$ cat src/rtl/can_bit_timer.sv
module can_bit_timer #(
  parameter logic [15:0] RST_TIMING = 16'h2301,
  parameter logic [3:0]  RST_EXT    = 4'h0
) (
  input  logic        clk,
  input  logic        rst_n,
  input  logic        cfg_en,
  input  logic        init,
  input  logic        wr_en,
  input  logic        wr_sel,
  input  logic [15:0] wr_data,
  input  logic        resync_req,
  input  logic        resync_shorten,
  input  logic [3:0]  resync_qty,
  output logic        tq_tick,
  output logic        sample_tick,
  output logic        bit_start,
  output logic [15:0] timing_rd,
  output logic [3:0]  ext_rd
);

  typedef enum logic [1:0] {PH_SYNC, PH_SEG1, PH_SEG2} phase_t;

  logic [14:0] timing_q;
  logic [3:0]  ext_q;
  logic [9:0]  div_q, div_cnt;
  logic [1:0]  sjw_f;
  logic [3:0]  seg1_f;
  logic [2:0]  seg2_f;
  phase_t      phase;
  logic [4:0]  qcnt;
  logic [2:0]  lng, shr, jump_max, amt, shr_cap;
  logic        adj_done;
  logic [5:0]  seg1_len, seg2_len;
  logic        cfg_ok, bit_end;

  assign cfg_ok   = wr_en && cfg_en && init;
  assign div_q    = {ext_q, timing_q[5:0]};
  assign sjw_f    = timing_q[7:6];
  assign seg1_f   = timing_q[11:8];
  assign seg2_f   = timing_q[14:12];
  assign jump_max = {1'b0, sjw_f} + 3'd1;
  assign amt      = (resync_qty > {1'b0, jump_max}) ? jump_max : resync_qty[2:0];
  assign shr_cap  = (amt > seg2_f) ? seg2_f : amt;

  assign seg1_len = {2'b00, (seg1_f == 4'd0) ? 4'd1 : seg1_f} + 6'd1 + {3'b000, lng};
  assign seg2_len = {3'b000, seg2_f} + 6'd1 - {3'b000, shr};

  assign tq_tick     = !init && (div_cnt == div_q);
  assign bit_start   = tq_tick && (phase == PH_SYNC);
  assign sample_tick = tq_tick && (phase == PH_SEG1) && ({1'b0, qcnt} == seg1_len - 6'd1);
  assign bit_end     = tq_tick && (phase == PH_SEG2) && ({1'b0, qcnt} + 6'd1 >= seg2_len);

  assign timing_rd = {1'b0, timing_q};
  assign ext_rd    = ext_q;

  always_ff @(posedge clk or negedge rst_n) begin
    if (!rst_n) begin
      timing_q <= RST_TIMING[14:0];
      ext_q    <= RST_EXT;
    end else if (cfg_ok) begin
      if (wr_sel) ext_q    <= wr_data[3:0];
      else        timing_q <= wr_data[14:0];
    end
  end

  always_ff @(posedge clk or negedge rst_n) begin
    if (!rst_n)                 div_cnt <= '0;
    else if (init || tq_tick)   div_cnt <= '0;
    else                        div_cnt <= div_cnt + 10'd1;
  end

  always_ff @(posedge clk or negedge rst_n) begin
    if (!rst_n) begin
      phase <= PH_SYNC;
      qcnt  <= '0;
    end else if (init) begin
      phase <= PH_SYNC;
      qcnt  <= '0;
    end else if (tq_tick) begin
      case (phase)
        PH_SYNC: begin
          phase <= PH_SEG1;
          qcnt  <= '0;
        end
        PH_SEG1: begin
          if ({1'b0, qcnt} == seg1_len - 6'd1) begin
            phase <= PH_SEG2;
            qcnt  <= '0;
          end else qcnt <= qcnt + 5'd1;
        end
        default: begin
          if (bit_end) begin
            phase <= PH_SYNC;
            qcnt  <= '0;
          end else qcnt <= qcnt + 5'd1;
        end
      endcase
    end
  end

  always_ff @(posedge clk or negedge rst_n) begin
    if (!rst_n) begin
      lng <= '0; shr <= '0; adj_done <= 1'b0;
    end else if (init || bit_end) begin
      lng <= '0; shr <= '0; adj_done <= 1'b0;
    end else if (resync_req && !adj_done) begin
      if (resync_shorten) begin
        shr      <= shr_cap;
        adj_done <= 1'b1;
      end else if (phase != PH_SEG2) begin
        lng      <= amt;
        adj_done <= 1'b1;
      end
    end
  end

  assert_write_gate_R2: assert property (@(posedge clk) disable iff (!rst_n)
    !cfg_ok |=> ($stable(timing_q) && $stable(ext_q)));

  assert_tick_gap_R4: assert property (@(posedge clk) disable iff (!rst_n)
    (tq_tick && div_q != 10'd0) |=> !tq_tick);

  assert_bit_start_R5: assert property (@(posedge clk) disable iff (!rst_n)
    bit_start |=> (phase == PH_SEG1 && qcnt == 5'd0));

  assert_sample_seg2_R6: assert property (@(posedge clk) disable iff (!rst_n)
    sample_tick |=> (phase == PH_SEG2 && qcnt == 5'd0));

  assert_init_park_R7: assert property (@(posedge clk) disable iff (!rst_n)
    init |=> (phase == PH_SYNC && qcnt == 5'd0));

  assert_jump_bound_R9: assert property (@(posedge clk) disable iff (!rst_n)
    (lng <= jump_max) && (shr <= jump_max));

  assert_seg2_floor_R10: assert property (@(posedge clk) disable iff (!rst_n)
    seg2_len >= 6'd1);

endmodule

$ cat config.mk
export PLATFORM = sky130hd
export DESIGN_NAME = can_bit_timer
export DESIGN_NICKNAME = d
export VERILOG_FILES = /design/src/rtl/can_bit_timer.sv
export SDC_FILE = /design/constraint.sdc
export NUM_CORES = 1
export LEC_CHECK = 0
export BUFFER_PORTS_ARGS = -buffer_cell sky130_fd_sc_hd__buf_2
export CAP_MARGIN = 20
export CORE_AREA = 3 3 79 81
export CTS_BUF_LIST = sky130_fd_sc_hd__clkbuf_16
export DETAILED_ROUTE_END_ITERATION = 7
export DIE_AREA = 0 0 82 84
export PLACE_DENSITY_LB_ADDON = 0.05
export SETUP_SLACK_MARGIN = 0.2
export SLEW_MARGIN = 10
export SYNTH_ARGS = -nofsm -noshare
export SYNTH_HDL_FRONTEND = slang
export SYNTH_SLANG_ARGS = --single-unit
$ cat constraint.sdc
create_clock -name clk -period 3.6 [get_ports clk]
set_input_delay 0.72 -clock clk [delete_from_list [all_inputs] [get_ports clk]]
set_output_delay 0.72 -clock clk [all_outputs]
set_load 0.01 [all_outputs]
==> metrics.log, run 1 <==
[metrics] buffer and inverter count on the worst path: 1
[metrics] Starting Density: 49.9%
[metrics] number of buffers added by the clock tree synthesis step: 5
[metrics] final hold violations: 0
[metrics] cells traversed along the worst timing path: nor3_1, or2_4, ha_4, fa_2, a21o_1, and3_1, or2_2, nand4_1, nor2_1, buf_2
[metrics] leading post-synthesis cells by instance count: 39 x dfrtp_1, 22 x ha_1, 21 x nor2_1, 19 x mux2_2, 19 x nand3_1
[metrics] insertion delay of the later-clocked pin in the worst-skew pair: 0.28 ns
[metrics] placeable core region: 5540 sq um
[metrics] fraction of layout instances using a drive strength above 1: 31.2%
[metrics] H-tree levels: 2
[metrics] number of primary I/O pins: 51
[metrics] via density per instance: 5.29
[metrics] Netlist Area Pre-Place: 2760 sq um
[metrics] Worst Path Arrival: 2.60 ns
[metrics] final antenna-violating net count: 0
[metrics] gr ovfl total: 0
[metrics] number of global-route vias before repair: 2206
[metrics] maximum number of pins on one net before global-route repair: 44
[metrics] number of endpoints failing setup at the final stage: 0
[metrics] Synth Register Bits: 43
[metrics] largest area contributor in the synthesized netlist: dfrtp_1
[metrics] # clock sinks: 43
[metrics] net total in the final layout: 379
[metrics] Area Growth Syn to Fin: 19.7%
[metrics] async set-reset flop share out of synthesis: 100%
[metrics] Total Power Consumption: 1680 uW
[metrics] wire length of the first global-routing pass: 10200 um
[metrics] Top FF cell, synth: dfrtp_1
[metrics] CTS tree: yes
[metrics] hold buffers post-CTS: 0
[metrics] normalized max-slew margin: 37.6%
[metrics] total track usage: 18.9%
[metrics] hold path startpoint: adj_done
[metrics] Fin Setup TNS: 0 ns
[metrics] Cells after DPL: 390
[metrics] power density over cell area: 509 nW/um^2
[metrics] shortest clock period the worst path allows after layout: 3.32 ns
[metrics] Crit path required time: 2.88 ns
[metrics] mean instance size in the synthesized netlist: 10.2 sq um
[metrics] Post-Syn Instances: 271
[metrics] portion of the clock cycle consumed by the worst path in the final layout: 92.3%
[metrics] Static Leakage: 0.00164 uW
[metrics] Top delay family on crit path: simple AND/OR/NAND/NOR gates
[metrics] nets in the synthesized netlist: 324
[metrics] Clock Skews: 0.00506 ns
[metrics] Clock transition at path regs: 0.06 ns
[metrics] critical path class: reg2out
[metrics] kind of launch point of the worst setup path: flop
[metrics] fraction of synthesized cell area taken by the top area cell type: 35.3%
[metrics] crit-path max cell delay: 0.53 ns
[metrics] Max FO, Critical Path: 2
[metrics] Die Width: 82 um
[metrics] max_cap viols: 0
[metrics] vertical die dimension: 84 um
[metrics] number of buffers between clock root and the deepest sink: 2
[metrics] sum of net half-perimeters after detailed placement: 4480 um
[metrics] highest attainable clock frequency: 0.301 GHz
[metrics] worst setup path start: timing_q[9]
[metrics] largest cells by area after synthesis: dfrtp_1 35%, ha_1 10%, mux2_2 7.7%
[metrics] max-slew violation total from the final report: 0
[metrics] worst reg2reg startpoint: timing_q[6]
[metrics] WL/cell: 14.8 um
[metrics] Worst VDD drop: 0.000310 V
[metrics] count of buffers inserted at the top-level ports: 48
[metrics] pin slew with the least headroom to its limit: 0.935 ns
[metrics] Post-synth EDFFs: 0
[metrics] area enclosed by the die boundary: 6890 sq um
[metrics] fin cells: 399
[metrics] library cell with the highest instance count after synthesis: dfrtp_1
[metrics] setup repair after global routing missed its margin: no
[metrics] Slowest-stage cell, CP: dfstp_2
[metrics] number of unique standard cell types used by synthesis: 51
[metrics] antenna violations before repair: 0
[metrics] sort of element at the end of the critical path: output port
[metrics] RePlAce Congestion: 0.810
[metrics] DRC violation count after routing: 0
[metrics] floorplan row count: 27
[metrics] worst min-delay path class: reg2reg
[metrics] via count: 2110
[metrics] Yosys Warn Count: 0
[metrics] run status: complete, no violations
[metrics] buffer type at the clock tree root: clkbuf_16
[metrics] number of diodes added for antenna fixing: 0
[metrics] fraction of the yosys area taken by sequential cells: 39.1%
[metrics] TritonRoute pass-1 iters: 4
[metrics] number of violations reported at the end of detailed-routing iteration 0: 80
[metrics] FILL cells: 508
[metrics] WL final: 5920 um
[final timing paths]
check                               to  slack [ns]  depth (start not counted)
max in group asynchronous    ext_rd[2]        2.44                          1
min in group asynchronous       shr[1]        0.58                          1
min                           adj_done        0.53                          2
max reg2reg                     shr[1]        0.47                         15
max                        sample_tick        0.28                         10
min reg2reg                   adj_done        0.53                          2
[sequential cells by signal (all words and copies together) (netlist names)]
register  count
adj_done      1
ext_rd        4
qcnt          5
div_cnt      10
phase         2
timing_q     15
shr           3
lng           3
[metal layers]
layer / vias to the layer above / share of wire, % / global-route usage, %
li1: 1053 / - / -
met1: 1004 / 45 / 24.9
met2: 45 / 49 / 31.2
met4: 0 / 1.3 / 4.08
met5: - / 0 / 0
met3: 8 / 5.3 / 4.21
[kinds of logic after synthesis]
group | Yosys count | share of synthesized area [%]
DFF | 43 | 39.1
muxes | 20 | 8.10
adders and majority gates | 25 | 12.1
xor gates and xnor gates | 26 | 8.78
other | 1 | 0.136
AOI/OAI and AO/OA | 40 | 9.42
and+or+nand+nor | 90 | 17.9
buffers and inverters | 26 | 4.44
[stage by stage]
| step | area (sq um) | utilization, % | hold WS (ns) | worst slack [ns] |
|---|---|---|---|---|
| 5_1_grt | 3310 | 59.7 | 0.564 | 0.199 |
| 6_report | 3310 | 59.7 | 0.531 | 0.276 |
| 3_5_place_dp | 3090 | 55.8 | 0.523 | 0.156 |
| 3_3_place_gp | 3090 | 55.8 | 0.511 | 0.234 |
| 2_1_floorplan | 2760 | - | 0.424 | 0.514 |
| 4_1_cts | 3270 | 59.0 | 0.538 | 0.213 |
[cell usage in the layout (no fill, tap or decap), drive strengths merged, types with 2 or more instances in the layout]
cell type / Yosys / layout
nor2: 22 / 22
buf: 6 / 56
clkinv: 0 / 2
nor2b: 5 / 5
o211a: 3 / 3
nor4: 3 / 3
mux2: 19 / 19
a21o: 3 / 3
and3: 6 / 6
a311oi: 2 / 2
nand2: 13 / 13
or2: 4 / 4
o21ai: 9 / 9
inv: 18 / 18
nand4: 3 / 3
dfrtp: 39 / 39
xor2: 18 / 18
fa: 3 / 3
dfstp: 4 / 4
nor3: 4 / 4
clkbuf: 2 / 5
nand4b: 2 / 2
nand3: 19 / 19
o21a: 3 / 3
a21oi: 13 / 13
xnor2: 7 / 7
ha: 22 / 22
and2: 2 / 2
[final cells by class]
class	count	area, sq um	area share (%)
clock inverter	3	38.8	1.17
tap	72	90.1	2.72
timing repair buffer	56	300	9.07
clock buffer	5	125	3.78
multi-input combinational	202	1610	48.5
inverter	18	67.6	2.04
sequential	43	1080	32.7
[repair_timing]
item / 4_1_cts / 5_1_grt
setup buffers: 1 / 0
resized for setup: 2 / 9
endpoints found under the setup margin: 1 / 11
pin swaps: 0 / 1
[worst reg2reg max path, delay by kind of cell, from the launching register on]
| family | cells | cell delay [ns] |
|---|---|---|
| AOI/OAI and AO/OA | 6 | 1.13 |
| adders and majority gates | 3 | 0.91 |
| and+or+nand+nor | 5 | 0.57 |
| DFF | 1 | 0.42 |
| buffers and inverters | 1 | 0.04 |
[power breakdown]
part	internal, uW	total (uW)	switching, uW
clock	323	503	180
sequential	550	613	63.4
combinational	278	568	289
(Power assumes the default switching activity.)
==> inputs of run 2 (changes only) <==
--- a/config.mk
+++ b/config.mk
@@ -6,5 +6,5 @@
 export NUM_CORES = 1
 export LEC_CHECK = 0
-export BUFFER_PORTS_ARGS = -buffer_cell sky130_fd_sc_hd__buf_2
+export BUFFER_PORTS_ARGS = -buffer_cell sky130_fd_sc_hd__clkbuf_2
 export CAP_MARGIN = 20
 export CORE_AREA = 3 3 79 81
==> constraint.sdc (replaced) <==
create_clock -name clk -period 3.6 [get_ports clk]
set_input_delay 0.72 -clock clk [delete_from_list [all_inputs] [get_ports clk]]
set_output_delay 0.72 -clock clk [all_outputs]
set_load 0.02 [all_outputs]
==> run 2 against run 1 <==
Compared with the run above:
- core utilization fell by 0.11 points
- wire length is 0.76% lower
- setup slack better by 0.045 ns
- clock power shrank 16%
- largest power group unchanged
- die area did not move
- critical path depth stayed put
- flip-flop and latch count stayed put
- sequential power barely moved
- non-clock buffer count up 1
==> metrics.log, run 2 (synthesized netlist as in run 1, its figures left out) <==
[metrics] most used cells in the layout excluding fill and tap cells: 47 x clkbuf_2, 39 x dfrtp_1, 21 x nor2_1, 21 x ha_1
[metrics] # clock sinks: 43 (unchanged)
[metrics] Starting Density: 49.9% (unchanged)
[metrics] antenna violations before repair: 0 (unchanged)
[metrics] number of primary I/O pins: 51 (unchanged)
[metrics] setup repair after global routing missed its margin: yes
[metrics] wire length of the first global-routing pass: 10000 um (-2.2%)
[metrics] worst min-delay path class: in2async
[metrics] Regs by FF count: timing_q x15, div_cnt x10, qcnt x5
[metrics] vertical die dimension: 84 um (unchanged)
[metrics] area used by sequential logic in the layout: 1080 sq um (unchanged)
[metrics] number of violations reported at the end of detailed-routing iteration 0: 133 (+66%)
[metrics] total track usage: 18.6% (-0.26 points)
[metrics] max-slew violation total from the final report: 0 (unchanged)
[metrics] fraction of layout instances using a drive strength above 1: 31.1% (-0.095 points)
[metrics] number of global-route vias before repair: 2149 (-2.6%)
[metrics] H-tree levels: 2 (unchanged)
[metrics] portion of the clock cycle consumed by the worst path in the final layout: 91.1% (-1.3 points)
[metrics] RePlAce Congestion: 0.808 (-0.19%)
[metrics] shortest clock period the worst path allows after layout: 3.28 ns (-0.0451 ns)
[metrics] buffer type at the clock tree root: clkbuf_16
[metrics] Fin Setup TNS: 0 ns (unchanged)
[metrics] crit-path max cell delay: 0.53 ns (about the same)
[metrics] cells traversed along the worst timing path: nor3_1, or2_4, ha_4, fa_2, a21o_1, and3_1, or2_2, nand4_1, nor2_1, buf_2
[metrics] gr ovfl total: 0 (unchanged)
[metrics] highest attainable clock frequency: 0.305 GHz (+1.4%)
[metrics] placeable core region: 5540 sq um (unchanged)
[metrics] met2 usage: 30.3% (-0.88 points)
[metrics] maximum number of pins on one net before global-route repair: 31 (-30%)
[metrics] worst reg2reg setup slack: 0.43 ns (-0.04 ns)
[metrics] area enclosed by the die boundary: 6890 sq um (unchanged)
[metrics] Crit. path cell count: 10 (unchanged)
[metrics] Clock transition at path regs: 0.06 ns (about the same)
[metrics] met3 usage in global routing: 4.32% (+0.11 points)
[metrics] Core Util, Final: 59.6% (-0.11 points)
[metrics] Area Growth Syn to Fin: 19.5%
[metrics] pin slew with the least headroom to its limit: 0.530 ns (-0.406 ns)
[metrics] hold buffers post-CTS: 0 (unchanged)
[metrics] fraction of power consumed by sequential logic: 37.3% (+0.9 points)
[metrics] global-route layer with the greatest usage: met2
[metrics] number of endpoints failing setup at the final stage: 0 (unchanged)
[metrics] net total in the final layout: 380 (+0.26%)
[metrics] insertion delay of the later-clocked pin in the worst-skew pair: 0.28 ns (about the same)
[metrics] end point of the critical path: sample_tick
[metrics] number of diodes added for antenna fixing: 0 (unchanged)
[metrics] Static Leakage: 0.00166 uW (+1.1%)
[metrics] Sw Pwr: 569 uW (+6.8%)
[metrics] normalized max-slew margin: 64.6% (+27 points)
[metrics] footprint of the multi-input gates: 1610 sq um (unchanged)
[metrics] number of buffers between clock root and the deepest sink: 2 (unchanged)
[metrics] via count: 2125 (+0.71%)
[metrics] max FFs per register: 15 (unchanged)
[metrics] power density over cell area: 499 nW/um^2 (-1.9%)
[metrics] Internal Pwr Total: 1080 uW (-6.2%)
[metrics] FILL cells: 512 (+0.79%)
[metrics] Net Sw Frac: 34.5% (+2.9 points)
[metrics] DRC violation count after routing: 0 (unchanged)
[metrics] Worst Path Arrival: 2.56 ns (-0.04 ns)
[metrics] M1 GR Usage: 24.8% (-0.034 points)
[metrics] count of buffers inserted at the top-level ports: 48 (unchanged)
[metrics] buffer and inverter count on the worst path: 1 (unchanged)
[metrics] worst r2r dst: qcnt[3]
[metrics] Clock Skews: 0.00780 ns (+0.00274 ns)
[metrics] worst reg2reg startpoint: timing_q[13]
[metrics] clock share of power: 25.7% (-4.2 points)
[metrics] Max FO, Critical Path: 2 (unchanged)
[metrics] leading cell type in the layout, fill and taps excluded: clkbuf_2
[metrics] TritonRoute pass-1 iters: 4 (unchanged)
[metrics] Worst Reg2Reg Path Length in Cells: 14 (-1)
[metrics] sum of net half-perimeters after detailed placement: 4520 um (+0.76%)
[metrics] max_cap viols: 0 (unchanged)
[metrics] Top delay family on crit path: simple AND/OR/NAND/NOR gates
[metrics] final hold violations: 0 (unchanged)
[metrics] via density per instance: 5.31 (+0.46%)
[metrics] sort of element at the end of the critical path: output port
[metrics] CTS tree: yes
[metrics] worst setup path start: timing_q[9]
[metrics] Worst VDD drop: 0.000343 V (+11%)
[metrics] floorplan row count: 27 (unchanged)
[metrics] number of buffers added by the clock tree synthesis step: 5 (unchanged)
[metrics] final antenna-violating net count: 0 (unchanged)
[metrics] Crit path required time: 2.88 ns (about the same)
[metrics] Slowest-stage cell, CP: dfstp_2
[metrics] critical path class: reg2out
[metrics] WL final: 5880 um (-0.76%)
[metrics] run status: complete, no violations
[metrics] largest reg by FF count: timing_q
[metrics] power share of the combinational group: 37.0% (+3.3 points)
[metrics] Die Width: 82 um (unchanged)
[metrics] WL/cell: 14.7 um (-1.0%)
[metrics] kind of launch point of the worst setup path: flop
[run 2: cell type report]
cell class,instances,area share (%)
tap,72,2.73
clock inverter,3,0.379
timing repair buffer,57,9.70
sequential,43,32.7
clock buffer,5,3.79
multi-input combinational,202,48.6
inverter,18,2.05
[run 2: worst min path at each step]
| stage | from | to | slack [ns] |
|---|---|---|---|
| after floorplan | rst_n | adj_done | 0.42 |
| after global placement | adj_done | adj_done | 0.51 |
| after detailed placement | adj_done | adj_done | 0.52 |
| after CTS | rst_n | qcnt[0] | 0.37 |
| after global routing | rst_n | qcnt[1] | 0.39 |
| final | rst_n | qcnt[0] | 0.36 |
[run 2: repair_timing]
| item | CTS | global route |
|---|---|---|
| setup buffers | 1 | 0 |
| resized for setup | 2 | 10 |
| gates cloned | 0 | 0 |
| pin swaps | 0 | 2 |
| endpoints found under the setup margin | 1 | 11 |
[run 2: power by group through the flow]
stage	logic, uW	clock network [uW]	registers, uW
global placement	553	0	628
finish	610	424	616
floorplan	335	0	670
CTS	580	434	616
detailed placement	568	0	627
global route	692	457	627
[run 2: routing by layer]
layer  wire length, um  vias to the layer above
met5                 0                        -
met4                34                        0
met3               305                        2
met2              2910                       50
met1              2620                     1013
li1                  -                     1060
[run 2: per-stage QoR]
step                      instance area (sq um)  hold slack (ns)  setup slack, ns  power (uW)  std cells
after floorplan                            2760            0.424            0.454        1010        271
after global placement                     3090            0.510            0.243        1180        390
after detailed placement                   3110            0.522            0.171        1200        391
after CTS                                  3260            0.374            0.219        1630        400
after global routing                       3300            0.387            0.150        1780        400
final                                      3300            0.362            0.321        1650        400
